<file path="config.mk">
export PLATFORM = sky130hd
export DESIGN_NAME = oneshot_pulse
export DESIGN_NICKNAME = d
export VERILOG_FILES = /design/src/rtl/oneshot_pkg.sv /design/src/rtl/oneshot_sync.sv /design/src/rtl/oneshot_edge.sv /design/src/rtl/oneshot_timer.sv /design/src/rtl/oneshot_pulse.sv
export SDC_FILE = /design/constraint.sdc
export NUM_CORES = 1
export LEC_CHECK = 0
export BUFFER_PORTS_ARGS = -buffer_cell sky130_fd_sc_hd__buf_4
export CELL_PAD_IN_SITES_DETAIL_PLACEMENT = 1
export CELL_PAD_IN_SITES_GLOBAL_PLACEMENT = 2
export CORE_MARGIN = 4
export CORE_UTILIZATION = 39
export CTS_CLUSTER_DIAMETER = 150
export DETAILED_ROUTE_END_ITERATION = 10
export PLACE_DENSITY_LB_ADDON = 0.1
export RECOVER_POWER = 50
export SYNTH_ARGS = -nofsm -noshare
export SYNTH_HDL_FRONTEND = slang
export SYNTH_HIERARCHICAL = 1
export SYNTH_SLANG_ARGS = --single-unit
</file>
<file path="constraint.sdc">
create_clock -name clk -period 5.4 [get_ports clk]
set_clock_uncertainty 0.1 [all_clocks]
set_input_delay 0.54 -clock clk [delete_from_list [all_inputs] [get_ports clk]]
set_output_delay 0.54 -clock clk [all_outputs]
set_load 0.005 [all_outputs]
</file>
<file path="src/rtl/oneshot_pkg.sv">
package oneshot_pkg;

  // Action the pulse timer takes on the next clock edge.
  typedef enum logic [1:0] {
    TMR_HOLD = 2'd0,
    TMR_LOAD = 2'd1,
    TMR_STEP = 2'd2,
    TMR_STOP = 2'd3
  } tmr_act_e;

  // The minimum retrigger spacing is period * SPACE_NUM / SPACE_DEN.
  localparam int SPACE_NUM = 2;
  localparam int SPACE_DEN = 5;

endpackage

</file>
<file path="src/rtl/oneshot_sync.sv">
module oneshot_sync #(
  parameter int           W       = 1,
  parameter logic [W-1:0] RST_VAL = '0
) (
  input  logic         clk,
  input  logic         rst_n,
  input  logic [W-1:0] d_i,
  output logic [W-1:0] q_o
);

  for (genvar b = 0; b < W; b++) begin : g_bit
    logic [1:0] stg_q;
    logic [1:0] stg_d;

    always_comb begin
      stg_d = {stg_q[0], d_i[b]};
    end

    always_ff @(posedge clk or negedge rst_n) begin
      if (!rst_n) begin
        stg_q <= {2{RST_VAL[b]}};
      end else begin
        stg_q <= stg_d;
      end
    end

    assign q_o[b] = stg_q[1];
  end

endmodule

</file>
<file path="src/rtl/oneshot_edge.sv">
module oneshot_edge (
  input  logic clk,
  input  logic rst_n,
  input  logic rise_lvl_i,
  input  logic fall_lvl_i,
  output logic trig_o
);

  logic rise_prev_q, fall_prev_q;
  logic rise_evt, fall_evt;

  // Each input is enabled only while the other one is at its idle level.
  always_comb begin
    rise_evt = rise_lvl_i & ~rise_prev_q & fall_lvl_i;
    fall_evt = ~fall_lvl_i & fall_prev_q & ~rise_lvl_i;
    trig_o   = rise_evt | fall_evt;
  end

  always_ff @(posedge clk or negedge rst_n) begin
    if (!rst_n) begin
      rise_prev_q <= 1'b0;
      fall_prev_q <= 1'b1;
    end else begin
      rise_prev_q <= rise_lvl_i;
      fall_prev_q <= fall_lvl_i;
    end
  end

endmodule

</file>
<file path="src/rtl/oneshot_timer.sv">
module oneshot_timer
  import oneshot_pkg::*;
#(
  parameter int CW = 16
) (
  input  logic          clk,
  input  logic          rst_n,
  input  logic          clr_ok_i,
  input  logic          trig_i,
  input  logic          retrig_en_i,
  input  logic [CW-1:0] period_i,
  output logic          active_o
);

  localparam int PW = CW + 3;

  logic          active_q, active_d;
  logic [CW-1:0] cnt_q, cnt_d;
  logic [CW-1:0] per_q, thr_q;
  logic [CW-1:0] per_eff, thr_new;
  logic [PW-1:0] prod;
  logic          load_en;
  tmr_act_e      act;

  always_comb begin
    per_eff = (period_i == '0) ? CW'(1) : period_i;
    prod    = PW'(per_eff) * PW'(SPACE_NUM);
    thr_new = CW'(prod / PW'(SPACE_DEN));
  end

  // Priority: clear, then start, then accepted retrigger, then end of period.
  always_comb begin
    if (!clr_ok_i) begin
      act = TMR_STOP;
    end else if (!active_q) begin
      act = trig_i ? TMR_LOAD : TMR_HOLD;
    end else if (trig_i && retrig_en_i && (cnt_q >= thr_q)) begin
      act = TMR_LOAD;
    end else if (cnt_q >= per_q) begin
      act = TMR_STOP;
    end else begin
      act = TMR_STEP;
    end
  end

  always_comb begin
    active_d = active_q;
    cnt_d    = cnt_q;
    load_en  = 1'b0;
    case (act)
      TMR_LOAD: begin
        active_d = 1'b1;
        cnt_d    = CW'(1);
        load_en  = 1'b1;
      end
      TMR_STEP: cnt_d = cnt_q + CW'(1);
      TMR_STOP: begin
        active_d = 1'b0;
        cnt_d    = '0;
      end
      default: ;
    endcase
  end

  always_ff @(posedge clk or negedge rst_n) begin
    if (!rst_n) begin
      active_q <= 1'b0;
      cnt_q    <= '0;
      per_q    <= CW'(1);
      thr_q    <= '0;
    end else begin
      active_q <= active_d;
      cnt_q    <= cnt_d;
      if (load_en) begin
        per_q <= per_eff;
        thr_q <= thr_new;
      end
    end
  end

  assign active_o = active_q;

  // a trigger into an idle, uncleared timer starts the count at one.
  assert_start_R1: assert property (@(posedge clk) disable iff (!rst_n)
    (clr_ok_i && !active_q && trig_i) |=> (active_q && cnt_q == CW'(1)));

  // a synchronized clear leaves the timer idle on the next edge.
  assert_clear_idle_R7: assert property (@(posedge clk) disable iff (!rst_n)
    (!clr_ok_i) |=> (!active_q));

  // while active, the count stays within one to the captured nonzero period.
  assert_count_window_R9: assert property (@(posedge clk) disable iff (!rst_n)
    active_q |-> (per_q != '0 && cnt_q != '0 && cnt_q <= per_q));

  // a retrigger that comes too early only advances the count.
  assert_short_retrig_R5: assert property (@(posedge clk) disable iff (!rst_n)
    (clr_ok_i && active_q && trig_i && cnt_q < thr_q && cnt_q < per_q)
    |=> (active_q && cnt_q == $past(cnt_q) + CW'(1)));

  // in non-retriggerable mode, a running pulse keeps its period and counts on.
  assert_no_retrig_R6: assert property (@(posedge clk) disable iff (!rst_n)
    (clr_ok_i && active_q && !retrig_en_i && cnt_q < per_q)
    |=> (active_q && per_q == $past(per_q) && cnt_q == $past(cnt_q) + CW'(1)));

endmodule

</file>
<file path="src/rtl/oneshot_pulse.sv">
module oneshot_pulse #(
  parameter int PER_W = 16
) (
  input  logic             clk,
  input  logic             rst_n,
  input  logic             trig_rise_i,
  input  logic             trig_fall_i,
  input  logic             clear_n_i,
  input  logic             retrig_en_i,
  input  logic [PER_W-1:0] period_i,
  output logic             q_o,
  output logic             qn_o
);

  localparam int         NSYNC   = 3;
  // Reset levels of the synchronizers: clear held active, triggers at idle.
  localparam logic [2:0] SYNC_RV = 3'b010;

  logic [NSYNC-1:0] raw, synced;
  logic             rise_s, fall_s, clr_s;
  logic             trig_ok;
  logic             active;

  assign raw = {clear_n_i, trig_fall_i, trig_rise_i};

  oneshot_sync #(.W(NSYNC), .RST_VAL(SYNC_RV)) u_sync (
    .clk   (clk),
    .rst_n (rst_n),
    .d_i   (raw),
    .q_o   (synced)
  );

  assign rise_s = synced[0];
  assign fall_s = synced[1];
  assign clr_s  = synced[2];

  oneshot_edge u_edge (
    .clk        (clk),
    .rst_n      (rst_n),
    .rise_lvl_i (rise_s),
    .fall_lvl_i (fall_s),
    .trig_o     (trig_ok)
  );

  oneshot_timer #(.CW(PER_W)) u_timer (
    .clk         (clk),
    .rst_n       (rst_n),
    .clr_ok_i    (clr_s),
    .trig_i      (trig_ok),
    .retrig_en_i (retrig_en_i),
    .period_i    (period_i),
    .active_o    (active)
  );

  // The synchronized clear cuts the output one cycle before the timer clears.
  always_comb begin
    q_o  = active & clr_s;
    qn_o = ~q_o;
  end

endmodule

</file>
==> summary.txt, run 1 <==
clock share of power - 15.1%
Hold Buf Count CTS - 0
Worst-Margin Slew - 3.02 ns
layout cells sized above 1 - 34.3%
WP data arrival - 5.85 ns
sequential share of power - 26.1%
Core ar. - 14100 µm²
detailed-route wire length per cell - 19.4 µm
Final Cell Area - 7880 µm²
Reg-to-Reg Start - u_timer/cnt_q[0]
CP Cell Sequence - buf_12 -> or4b_4 -> and3_4 -> o21a_4 -> a32o_2 -> buf_6 -> a31oi_4 -> a21oi_2 -> o311a_1 -> or2_4 -> a41oi_4 -> o2111ai_2 -> a222oi_1 -> buf_4 -> a2111o_1 -> nand4_1 -> a31oi_2 -> nor2_2 -> xnor2_2 -> ha_4 -> nor3_2 -> a311o_1 -> a32oi_1 -> a21bo_1
Max FO, Critical Path - 10
syn_area_per_cell - 8.02 µm²
failing checks - capacitance limit, slew limit, setup timing
Layout area overhead - 38.6%
register area share after synthesis - 24.7%
Tmin final - 5.77 ns
Syn Std Cell Area - 5690 µm²
top cells by area, synth - dfrtp_1 23%, ha_1 7.5%, nand2_1 4.7%, nor2_1 4.0%, o21ai_0 4.0%
outcome - finished with violations
most common library cells after synthesis - 71 x nand2_1, 61 x nor2_1, 52 x dfrtp_1
EDFF count, synth - 0
drt via density - 5.91
initial antenna violation count - 0
RePlAce Congestion - 0.943
cell row count - 43
drt drc - 0
most frequent cell after synthesis - nand2_1
Synth Register Bits - 56
first-pass GRT wire length - 33.4 mm
Clock Tree Root - clkbuf_16
Sw Pwr - 901 µW
GRT Total Usage - 24.5%
layout filler cell count - 1652
Power, Total - 2280 µW
Worst Setup Path Type - input port to register
ys async rst share - 100%
number of diodes - 0
Pint - 1370 µW
Layout Nets - 913
Yosys top cell by area - dfrtp_1
Die H - 129 µm
CTS tree - done
met2 usage - 42.3%
Clk Latency, worst-skew pair - 0.29 ns
Worst setup EP type - register
Synth cell types - 100
largest net degree at the start of global routing - 57
Startpoint Class - input port
met3 usage - 2.12%
Cell Count Post-Placement - 1006
final hold vios - 0
slowest CP cell - or4b_4
Worst Path Buf+Inv - 3
post-route insts no fill - 1038
Worst R2R Setup Slack - 0.72 ns
IO Port Bufs - 23
starting DRC count in detailed routing - 270
Top FF cell, synth - dfrtp_1
Critical Path RT - 5.48 ns
H-tree depth - 2
vias in the first global route - 6516
Peak VDD IR - 163 µV
layer with the highest usage - met2
DR pass1 iterations - 5
share of the synthesized area in the top cell type - 22.9%
R2R cell count - 22
GRT overflow - 0
FF-to-FF End - u_timer/cnt_q[9]
Starting Density - 40.3%
Critical Path Max Stage Delay - 0.59 ns
Combinational Power Share - 58.8%
Final Setup Violations - 2
Ports - 24
DIE AREA - 16600 µm²
setup TNS - -0.427 ns
antenna viol nets, final - 0
met1 usage - 33.0%
fin util - 55.9%
Power Density - 289 nW/µm²
DR vias - 6132
hold path endpoint - u_sync/g_bit[1].stg_q[0]
Static Leak - 0.00363 µW
Setup WS post-layout - -0.366 ns
Slew headroom - -101%
syn nets - 765
placed inst area - 7030 µm²
Num CTS Buffers - 5
RSZ-0062 raised after global routing - true
Clock Sinks - 56
Ys Warns - 6
Tcrit/Tclk final - 107%
Sw Ratio - 39.6%
final WL - 20.1 mm
HP Start - trig_fall_i
hold path cells - 1
post-detail-place hpwl - 14.8 mm
CTS max path bufs - 2
Hold Path Class - input port to register
Syn Inst Count - 709
Final Max Slew Viols - 57
Largest delay share family, worst path - compound AO/OA/AOI/OAI gates
clock transition at the registers of the reported paths - 0.07 ns
Max Cap Viol - 1
fmax - 173 MHz
Die X - 129 µm
[cell type report]
type | instances | area, µm² | area share (%)
clock buffers | 8 | 156 | 1.99
inverters | 47 | 183 | 2.32
multi-input cells | 557 | 4360 | 55.4
flip-flops and latches | 56 | 1410 | 17.9
well taps | 180 | 225 | 2.86
repair buffers | 190 | 1550 | 19.6
[cell usage in the layout (no fill, tap or decap), drive strengths merged, types with 6 or more instances in the layout]
cell,synthesis,routed
nand2,71,71
nand3b,6,6
o2111ai,7,7
a211oi,9,9
a31oi,16,16
and3,10,10
clkbuf,24,12
xor2,10,10
nand2b,8,8
dfrtp,52,52
a21o,29,29
or3,6,6
nor2b,7,7
nor3b,6,6
xnor2,12,12
o211ai,14,14
nand4,6,6
nor2,64,64
inv,45,45
a21oi,40,40
nand3,19,19
buf,25,186
o22ai,7,7
o21ai,47,47
nor3,14,14
ha,34,34
[power by group through the flow]
stage,Sequential (µW),Combinational [µW],Clock (µW)
2_1_floorplan,584,715,0
3_3_place_gp,597,1110,0
3_5_place_dp,605,1160,0
4_1_cts,596,1250,353
5_1_grt,610,1480,371
6_report,594,1340,343
[registers in the layout, summed over array words and instances, names as in the netlist]
signal	flops
u_timer/cnt_q	16
u_timer/active_o	1
u_sync/g_bit.stg_q	6
u_edge/fall_prev_q	1
u_timer/thr_q	15
u_edge/rise_prev_q	1
u_timer/per_q	16
[how the worst max path moves through the flow]
stage,startpoint,endpoint,slack [ns],depth (start not counted)
floorplan,period_i[11],u_timer/thr_q[0],-0.53,23
global placement,period_i[11],u_timer/thr_q[0],-0.76,23
detailed placement,period_i[13],u_timer/thr_q[0],-0.94,24
CTS,period_i[11],u_timer/thr_q[0],-0.37,24
global route,period_i[10],u_timer/thr_q[0],-0.57,27
finish,period_i[15],u_timer/thr_q[0],-0.37,24
[routing by layer]
metal | share of wire (%) | up-vias
met4 | 2.2 | 0
met3 | 2.9 | 30
met2 | 50 | 115
li1 | - | 2916
met1 | 45 | 3071
met5 | 0 | -
[timing repair]
| item | 4_1_cts | 5_1_grt |
|---|---|---|
| pin swaps | 24 | 36 |
| setup endpoints to repair | 2 | 2 |
| resized for setup | 36 | 61 |
| endpoints found under the hold margin | 0 | 0 |
| buffers inserted | 12 | 14 |
[metrics by stage]
stage	worst slack (ns)	hold slack, ns
after CTS	-0.367	0.227
after global placement	-0.761	0.233
after floorplan	-0.528	0.144
final	-0.366	0.250
after global routing	-0.574	0.240
after detailed placement	-0.941	0.247
[cells by family after synthesis]
logic type               Yosys count  synth area share, %
XOR/XNOR                          22                 3.52
AND/OR/NAND/NOR                  254                 23.6
flip-flops                        56                 24.7
AO/OA/AOI/OAI                    241                 32.0
multiplexers                       4                0.726
buffers and inverters             96                 7.50
adder cells (fa/ha/maj)           36                 7.83
Power figures use the tool's default switching activity.
==> run 2, diff against run 1 <==
--- a/config.mk
+++ b/config.mk
@@ -12,7 +12,7 @@
 export CORE_UTILIZATION = 39
 export CTS_CLUSTER_DIAMETER = 150
 export DETAILED_ROUTE_END_ITERATION = 10
-export PLACE_DENSITY_LB_ADDON = 0.1
+export PLACE_DENSITY = 0.89
 export RECOVER_POWER = 50
 export SYNTH_ARGS = -nofsm -noshare
 export SYNTH_HDL_FRONTEND = slang
==> summary.txt, run 2 (synthesis results as in run 1) <==
initial antenna violation count - 0 (unchanged)
CTS max path bufs - 2 (unchanged)
Layout area overhead - 45.9%
Reg-to-Reg Start - u_timer/cnt_q[0]
Hold Path Class - input port to register
Critical Path RT - 5.49 ns (about the same)
commonest non-fill, non-tap cell in the layout - buf_4
Setup WS post-layout - -0.618 ns (-0.252 ns)
final hold vios - 0 (unchanged)
number of diodes - 0 (unchanged)
Final Setup Violations - 2 (unchanged)
Clock Tree Root - clkbuf_16
first-pass GRT wire length - 34.8 mm (+4.1%)
drt drc - 0 (unchanged)
Clk Latency, worst-skew pair - 0.29 ns (about the same)
Peak VDD IR - 141 µV (-13%)
IO Port Bufs - 23 (unchanged)
Critical path origin - period_i[15]
CTS tree - done
Final Max Slew Viols - 57 (unchanged)
Power Density - 301 nW/µm² (+4.0%)
outcome - finished with violations
Combinational Power Share - 60.9% (+2.1 points)
Worst setup EP type - register
Hold Buf Count CTS - 0 (unchanged)
Core ar. - 14100 µm² (unchanged)
Worst-Margin Slew - 3.03 ns (+0.0175 ns)
Pint - 1470 µW (+6.9%)
worst slack, placed - -1.08 ns (-0.139 ns)
final WL - 25.4 mm (+26%)
Sw Pwr - 1020 µW (+14%)
Tmin final - 6.02 ns (+0.252 ns)
DR vias - 6741 (+9.9%)
Worst R2R Setup Slack - 0.45 ns (-0.27 ns)
Power, Total - 2490 µW (+9.5%)
Slew headroom - -102% (-1.2 points)
Clock Sinks - 56 (unchanged)
Layout Nets - 934 (+2.3%)
clock share of power - 15.1% (about the same)
hold slack final - 0.253 ns (+0.00213 ns)
slowest CP cell - a222oi_1
H-tree depth - 2 (unchanged)
layout filler cell count - 1604 (-2.9%)
GRT Total Usage - 25.3% (+0.79 points)
Num CTS Buffers - 5 (unchanged)
Max FO, Critical Path - 8 (-2)
commonest non-fill, non-tap cells in the layout - 181 x buf_4, 66 x nand2_1, 58 x nor2_1
fmax - 166 MHz (-4.2%)
Worst Setup Path Type - input port to register
starting DRC count in detailed routing - 564 (+110%)
Tcrit/Tclk final - 111% (+4.7 points)
RSZ-0062 raised after global routing - true
drt via density - 6.37 (+7.8%)
Sw Ratio - 41.0% (+1.5 points)
post-detail-place hpwl - 14.9 mm (+0.69%)
Die H - 129 µm (unchanged)
setup TNS - -0.829 ns (-0.402 ns)
Max Cap Viol - 1 (unchanged)
Die X - 129 µm (unchanged)
GRT overflow - 0 (unchanged)
detailed-route wire length per cell - 24.0 µm (+24%)
Starting Density - 40.3% (unchanged)
failing checks - capacitance limit, slew limit, setup timing
Ports - 24 (unchanged)
Startpoint Class - input port
Multi-input gate area - 4540 µm² (+4.0%)
sequential share of power - 24.0% (-2.1 points)
Sequential Area - 1410 µm² (unchanged)
Largest regs - u_timer/cnt_q x16, u_timer/per_q x16, u_timer/thr_q x15
FF-to-FF End - u_timer/cnt_q[9]
DR pass1 iterations - 5 (unchanged)
Critical path destination - u_timer/thr_q[0]
DIE AREA - 16600 µm² (unchanged)
WP data arrival - 6.10 ns (+0.25 ns)
R2R cell count - 21 (-4.5%)
clock transition at the registers of the reported paths - 0.07 ns (about the same)
fin util - 58.8% (+3.0 points)
Critical Path Max Stage Delay - 0.38 ns (-0.21 ns)
largest net degree at the start of global routing - 57 (unchanged)
layout cells sized above 1 - 38.3% (+4.1 points)
antenna viol nets, final - 0 (unchanged)
RePlAce Congestion - 1.03 (+8.8%)
Static Leak - 0.00383 µW (+5.3%)
vias in the first global route - 6769 (+3.9%)
cell row count - 43 (unchanged)
cell mode on critical path - buf_6
[run 2: final cells by class]
| cell class | count | area share [%] |
|---|---|---|
| inverters | 47 | 2.19 |
| flip-flops and latches | 56 | 17.0 |
| clock inverters | 3 | 0.573 |
| repair buffers | 211 | 21.4 |
| clock buffers | 5 | 1.51 |
| well taps | 180 | 2.72 |
| multi-input cells | 557 | 54.7 |
[run 2: worst min path at each step]
stage / startpoint / endpoint / cells past startpoint
4_1_cts: rst_n / u_edge/rise_prev_q / 1
3_3_place_gp: u_sync/g_bit[0].stg_q[0] / u_sync/g_bit[0].stg_q[1] / 0
5_1_grt: trig_fall_i / u_sync/g_bit[1].stg_q[0] / 1
2_1_floorplan: rst_n / u_edge/rise_prev_q / 0
6_report: trig_fall_i / u_sync/g_bit[1].stg_q[0] / 1
3_5_place_dp: u_sync/g_bit[0].stg_q[0] / u_sync/g_bit[0].stg_q[1] / 0
[run 2: worst max-delay path: cells and delay by family]
family	cells	cell delay, ns
buffers and inverters	9	1.26
adders and majority gates	1	0.21
xor gates and xnor gates	1	0.27
AOI/OAI and AO/OA	13	2.70
and+or+nand+nor	6	1.11
[run 2: layer usage]
metal,track usage (%),part of all wire (%)
met2,45.2,50
met5,0,0
met3,2.41,5.1
met1,32.4,40
met4,7.29,4.1
[run 2: power groups by stage]
stage / sequential, µW / combinational (µW) / clock, µW
2_1_floorplan: 584 / 715 / 0
3_3_place_gp: 596 / 1090 / 0
3_5_place_dp: 606 / 1160 / 0
4_1_cts: 598 / 1280 / 384
5_1_grt: 614 / 1630 / 405
6_report: 598 / 1520 / 377
[run 2: through the flow]
step | std cells | cell area (µm²)
final | 1059 | 8290
after global routing | 1059 | 8290
after CTS | 1025 | 7570
after detailed placement | 1000 | 6970
after global placement | 1000 | 6970
after floorplan | 709 | 5770
[run 2: what timing repair did]
action / CTS / global route
endpoints found under the hold margin: 0 / 0
setup buffers: 17 / 33
gates resized for setup: 55 / 90
endpoints found under the setup margin: 2 / 2
pin swaps: 25 / 56
cloned: 0 / 2
==> run 3, diff against run 2 <==
--- a/config.mk
+++ b/config.mk
@@ -9,12 +9,13 @@
 export CELL_PAD_IN_SITES_DETAIL_PLACEMENT = 1
 export CELL_PAD_IN_SITES_GLOBAL_PLACEMENT = 2
 export CORE_MARGIN = 4
-export CORE_UTILIZATION = 39
+export CORE_UTILIZATION = 41
 export CTS_CLUSTER_DIAMETER = 150
 export DETAILED_ROUTE_END_ITERATION = 10
-export PLACE_DENSITY = 0.89
+export PLACE_DENSITY = 0.93
 export RECOVER_POWER = 50
 export SYNTH_ARGS = -nofsm -noshare
 export SYNTH_HDL_FRONTEND = slang
 export SYNTH_HIERARCHICAL = 1
 export SYNTH_SLANG_ARGS = --single-unit
+export TNS_END_PERCENT = 20
==> constraint.sdc (replaced) <==
create_clock -name clk -period 7.4 [get_ports clk]
set_clock_uncertainty 0.1 [all_clocks]
set_input_delay 0.74 -clock clk [delete_from_list [all_inputs] [get_ports clk]]
set_output_delay 0.74 -clock clk [all_outputs]
set_load 0.005 [all_outputs]
==> summary.txt, run 3 (synthesis results as in run 1) <==
Worst Setup Path Type - input port to register
hold slack final - 0.258 ns (+0.00519 ns)
met2 usage - 35.5% (-9.7 points)
Startpoint Class - input port
WP data arrival - 7.01 ns (+0.91 ns)
IO Port Bufs - 23 (unchanged)
Tcrit/Tclk final - 93.5%
fmax - 145 MHz
Static Leak - 0.00270 µW (-30%)
DIE AREA - 15800 µm² (-4.6%)
CTS tree - done
Layout area overhead - 6.87%
layout filler cell count - 1639 (+2.2%)
outcome - finished with violations
Reg-to-Reg Start - u_timer/cnt_q[0]
initial antenna violation count - 0 (unchanged)
FF-to-FF End - u_timer/cnt_q[9]
Layout Nets - 752 (-19%)
worst slack, placed - 0.0743 ns (+1.15 ns)
hold path cells - 0 (-1)
GRT Total Usage - 20.8% (-4.5 points)
Sw Ratio - 41.2% (+0.20 points)
CTS max path bufs - 2 (unchanged)
final hold vios - 0 (unchanged)
Num CTS Buffers - 5 (unchanged)
placed inst area - 5870 µm² (-16%)
Worst-Margin Slew - 2.97 ns (-0.0617 ns)
Clk Latency, worst-skew pair - 0.30 ns (about the same)
Cell Count Post-Placement - 864 (-14%)
H-tree depth - 2 (unchanged)
vias in the first global route - 5510 (-19%)
clock transition at the registers of the reported paths - 0.08 ns (about the same)
commonest non-fill, non-tap cells in the layout - 71 x nand2_1, 59 x nor2_1, 52 x dfrtp_1
Tmin final - 6.92 ns
Combinational Power Share - 49.3% (-12 points)
Final Setup Violations - 0 (-2)
Critical Path RT - 7.49 ns (+2.00 ns)
commonest non-fill, non-tap cell in the layout - nand2_1
detailed-route wire length per cell - 19.4 µm (-19%)
Setup WS post-layout - 0.480 ns (+1.10 ns)
Sequential Area - 1410 µm² (unchanged)
drt drc - 0 (unchanged)
post-route insts no fill - 873 (-18%)
Worst setup EP type - register
fin util - 45.3% (-14 points)
cell row count - 42 (-2.3%)
post-detail-place hpwl - 12.1 mm (-19%)
RePlAce Congestion - 0.875 (-15%)
hold path endpoint - u_sync/g_bit[2].stg_q[1]
Clock Tree Root - clkbuf_16
met3 usage - 2.46% (+0.048 points)
starting DRC count in detailed routing - 325 (-42%)
Clock Sinks - 56 (unchanged)
met1 usage - 28.5% (-3.9 points)
failing checks - capacitance limit, slew limit
Max FO, Critical Path - 36 (+28)
DR pass1 iterations - 5 (unchanged)
Peak VDD IR - 157 µV (+11%)
GRT overflow - 0 (unchanged)
Final Cell Area - 6080 µm² (-27%)
number of diodes - 0 (unchanged)
Slew headroom - -98.2% (+4.1 points)
antenna viol nets, final - 0 (unchanged)
layout cells sized above 1 - 11.5% (-27 points)
Starting Density - 42.4% (+2.1 points)
Power Density - 230 nW/µm² (-23%)
Max Cap Viol - 1 (unchanged)
HP Start - u_sync/g_bit[2].stg_q[0]
Sw Pwr - 576 µW (-44%)
Core ar. - 13400 µm² (-4.9%)
Final Max Slew Viols - 57 (unchanged)
Die H - 126 µm (-2.3%)
layer with the highest usage - met2
Worst R2R Setup Slack - 2.07 ns (+1.62 ns)
final WL - 16.9 mm (-33%)
largest net degree at the start of global routing - 57 (unchanged)
R2R cell count - 20 (-4.8%)
Ports - 24 (unchanged)
drt via density - 6.29 (-1.2%)
first-pass GRT wire length - 28.2 mm (-19%)
sequential share of power - 31.1% (+7.1 points)
Multi-input gate area - 3890 µm² (-14%)
Pint - 821 µW (-44%)
Largest regs - u_timer/cnt_q x16, u_timer/per_q x16, u_timer/thr_q x15
Hold Path Class - register to register
Die X - 126 µm (-2.3%)
clock share of power - 19.6% (+4.5 points)
DR vias - 5490 (-19%)
[run 3: changes by cell type in the layout (fill, tap and decap cells not counted), sizes merged]
cell	change
clkbuf	-3
buf	-179
clkinv	+1
inv	-1
[run 3: worst max-delay path by stage]
stage,to,from,cells past startpoint,slack [ns]
global placement,u_timer/thr_q[0],period_i[11],23,0.39
global route,u_timer/thr_q[0],period_i[11],22,-0.004
finish,u_timer/thr_q[0],period_i[11],23,0.48
detailed placement,u_timer/thr_q[0],period_i[11],23,0.07
floorplan,u_timer/thr_q[0],period_i[11],22,0.95
CTS,u_timer/thr_q[0],period_i[11],23,0.37
[run 3: repair_timing]
| action | in CTS | in global routing |
|---|---|---|
| hold buffers | 0 | 0 |
| hold endpoints to repair | 0 | 0 |
| setup buffers | 0 | 1 |
| resized for setup | 0 | 6 |
| setup endpoints to repair | 0 | 1 |
[run 3: cell type report]
cell class / instances / share of cell area (%)
Multi-Input combinational cell: 557 / 64.0
Clock buffer: 5 / 2.06
Tap cell: 176 / 3.62
Timing Repair Buffer: 29 / 3.52
Clock inverter: 3 / 0.783
Sequential cell: 56 / 23.1
Inverter: 47 / 2.90
[run 3: worst max-delay path, cell delays in order]
cell	delay, ns
buf_4	0.30
clkinv_1	0.33
a31o_2	0.29
or4b_1	0.60
o32ai_1	0.44
a21oi_2	0.17
o311a_1	0.39
or2_1	0.34
a31oi_1	0.29
o2111ai_1	0.26
a222oi_1	0.40
buf_4	0.18
a2111oi_2	0.04
buf_4	0.18
o221ai_1	0.18
a31oi_1	0.21
nor2_2	0.34
xnor2_1	0.15
ha_1	0.35
nor3_1	0.07
a311o_1	0.33
a32oi_1	0.20
a21bo_1	0.22
[run 3: layer usage]
| metal | up-vias | wire length (µm) | share of wire (%) |
|---|---|---|---|
| met5 | - | 0 | 0 |
| met4 | 0 | 289 | 1.7 |
| met3 | 26 | 492 | 2.9 |
| met2 | 110 | 8200 | 48 |
| met1 | 2746 | 7960 | 47 |
| li1 | 2608 | - | - |
[run 3: power by group through the flow]
stage	combinational (µW)	sequential [µW]	clock [µW]
6_report	689	435	274
5_1_grt	771	444	292
4_1_cts	677	436	280
3_5_place_dp	666	442	0
3_3_place_gp	634	435	0
2_1_floorplan	507	426	0
[run 3: stage by stage]
step | power [µW] | setup TNS (ns)
after floorplan | 933 | 0
after global placement | 1070 | 0
after detailed placement | 1110 | 0
after CTS | 1390 | 0
after global routing | 1510 | -0.00376
final | 1400 | 0
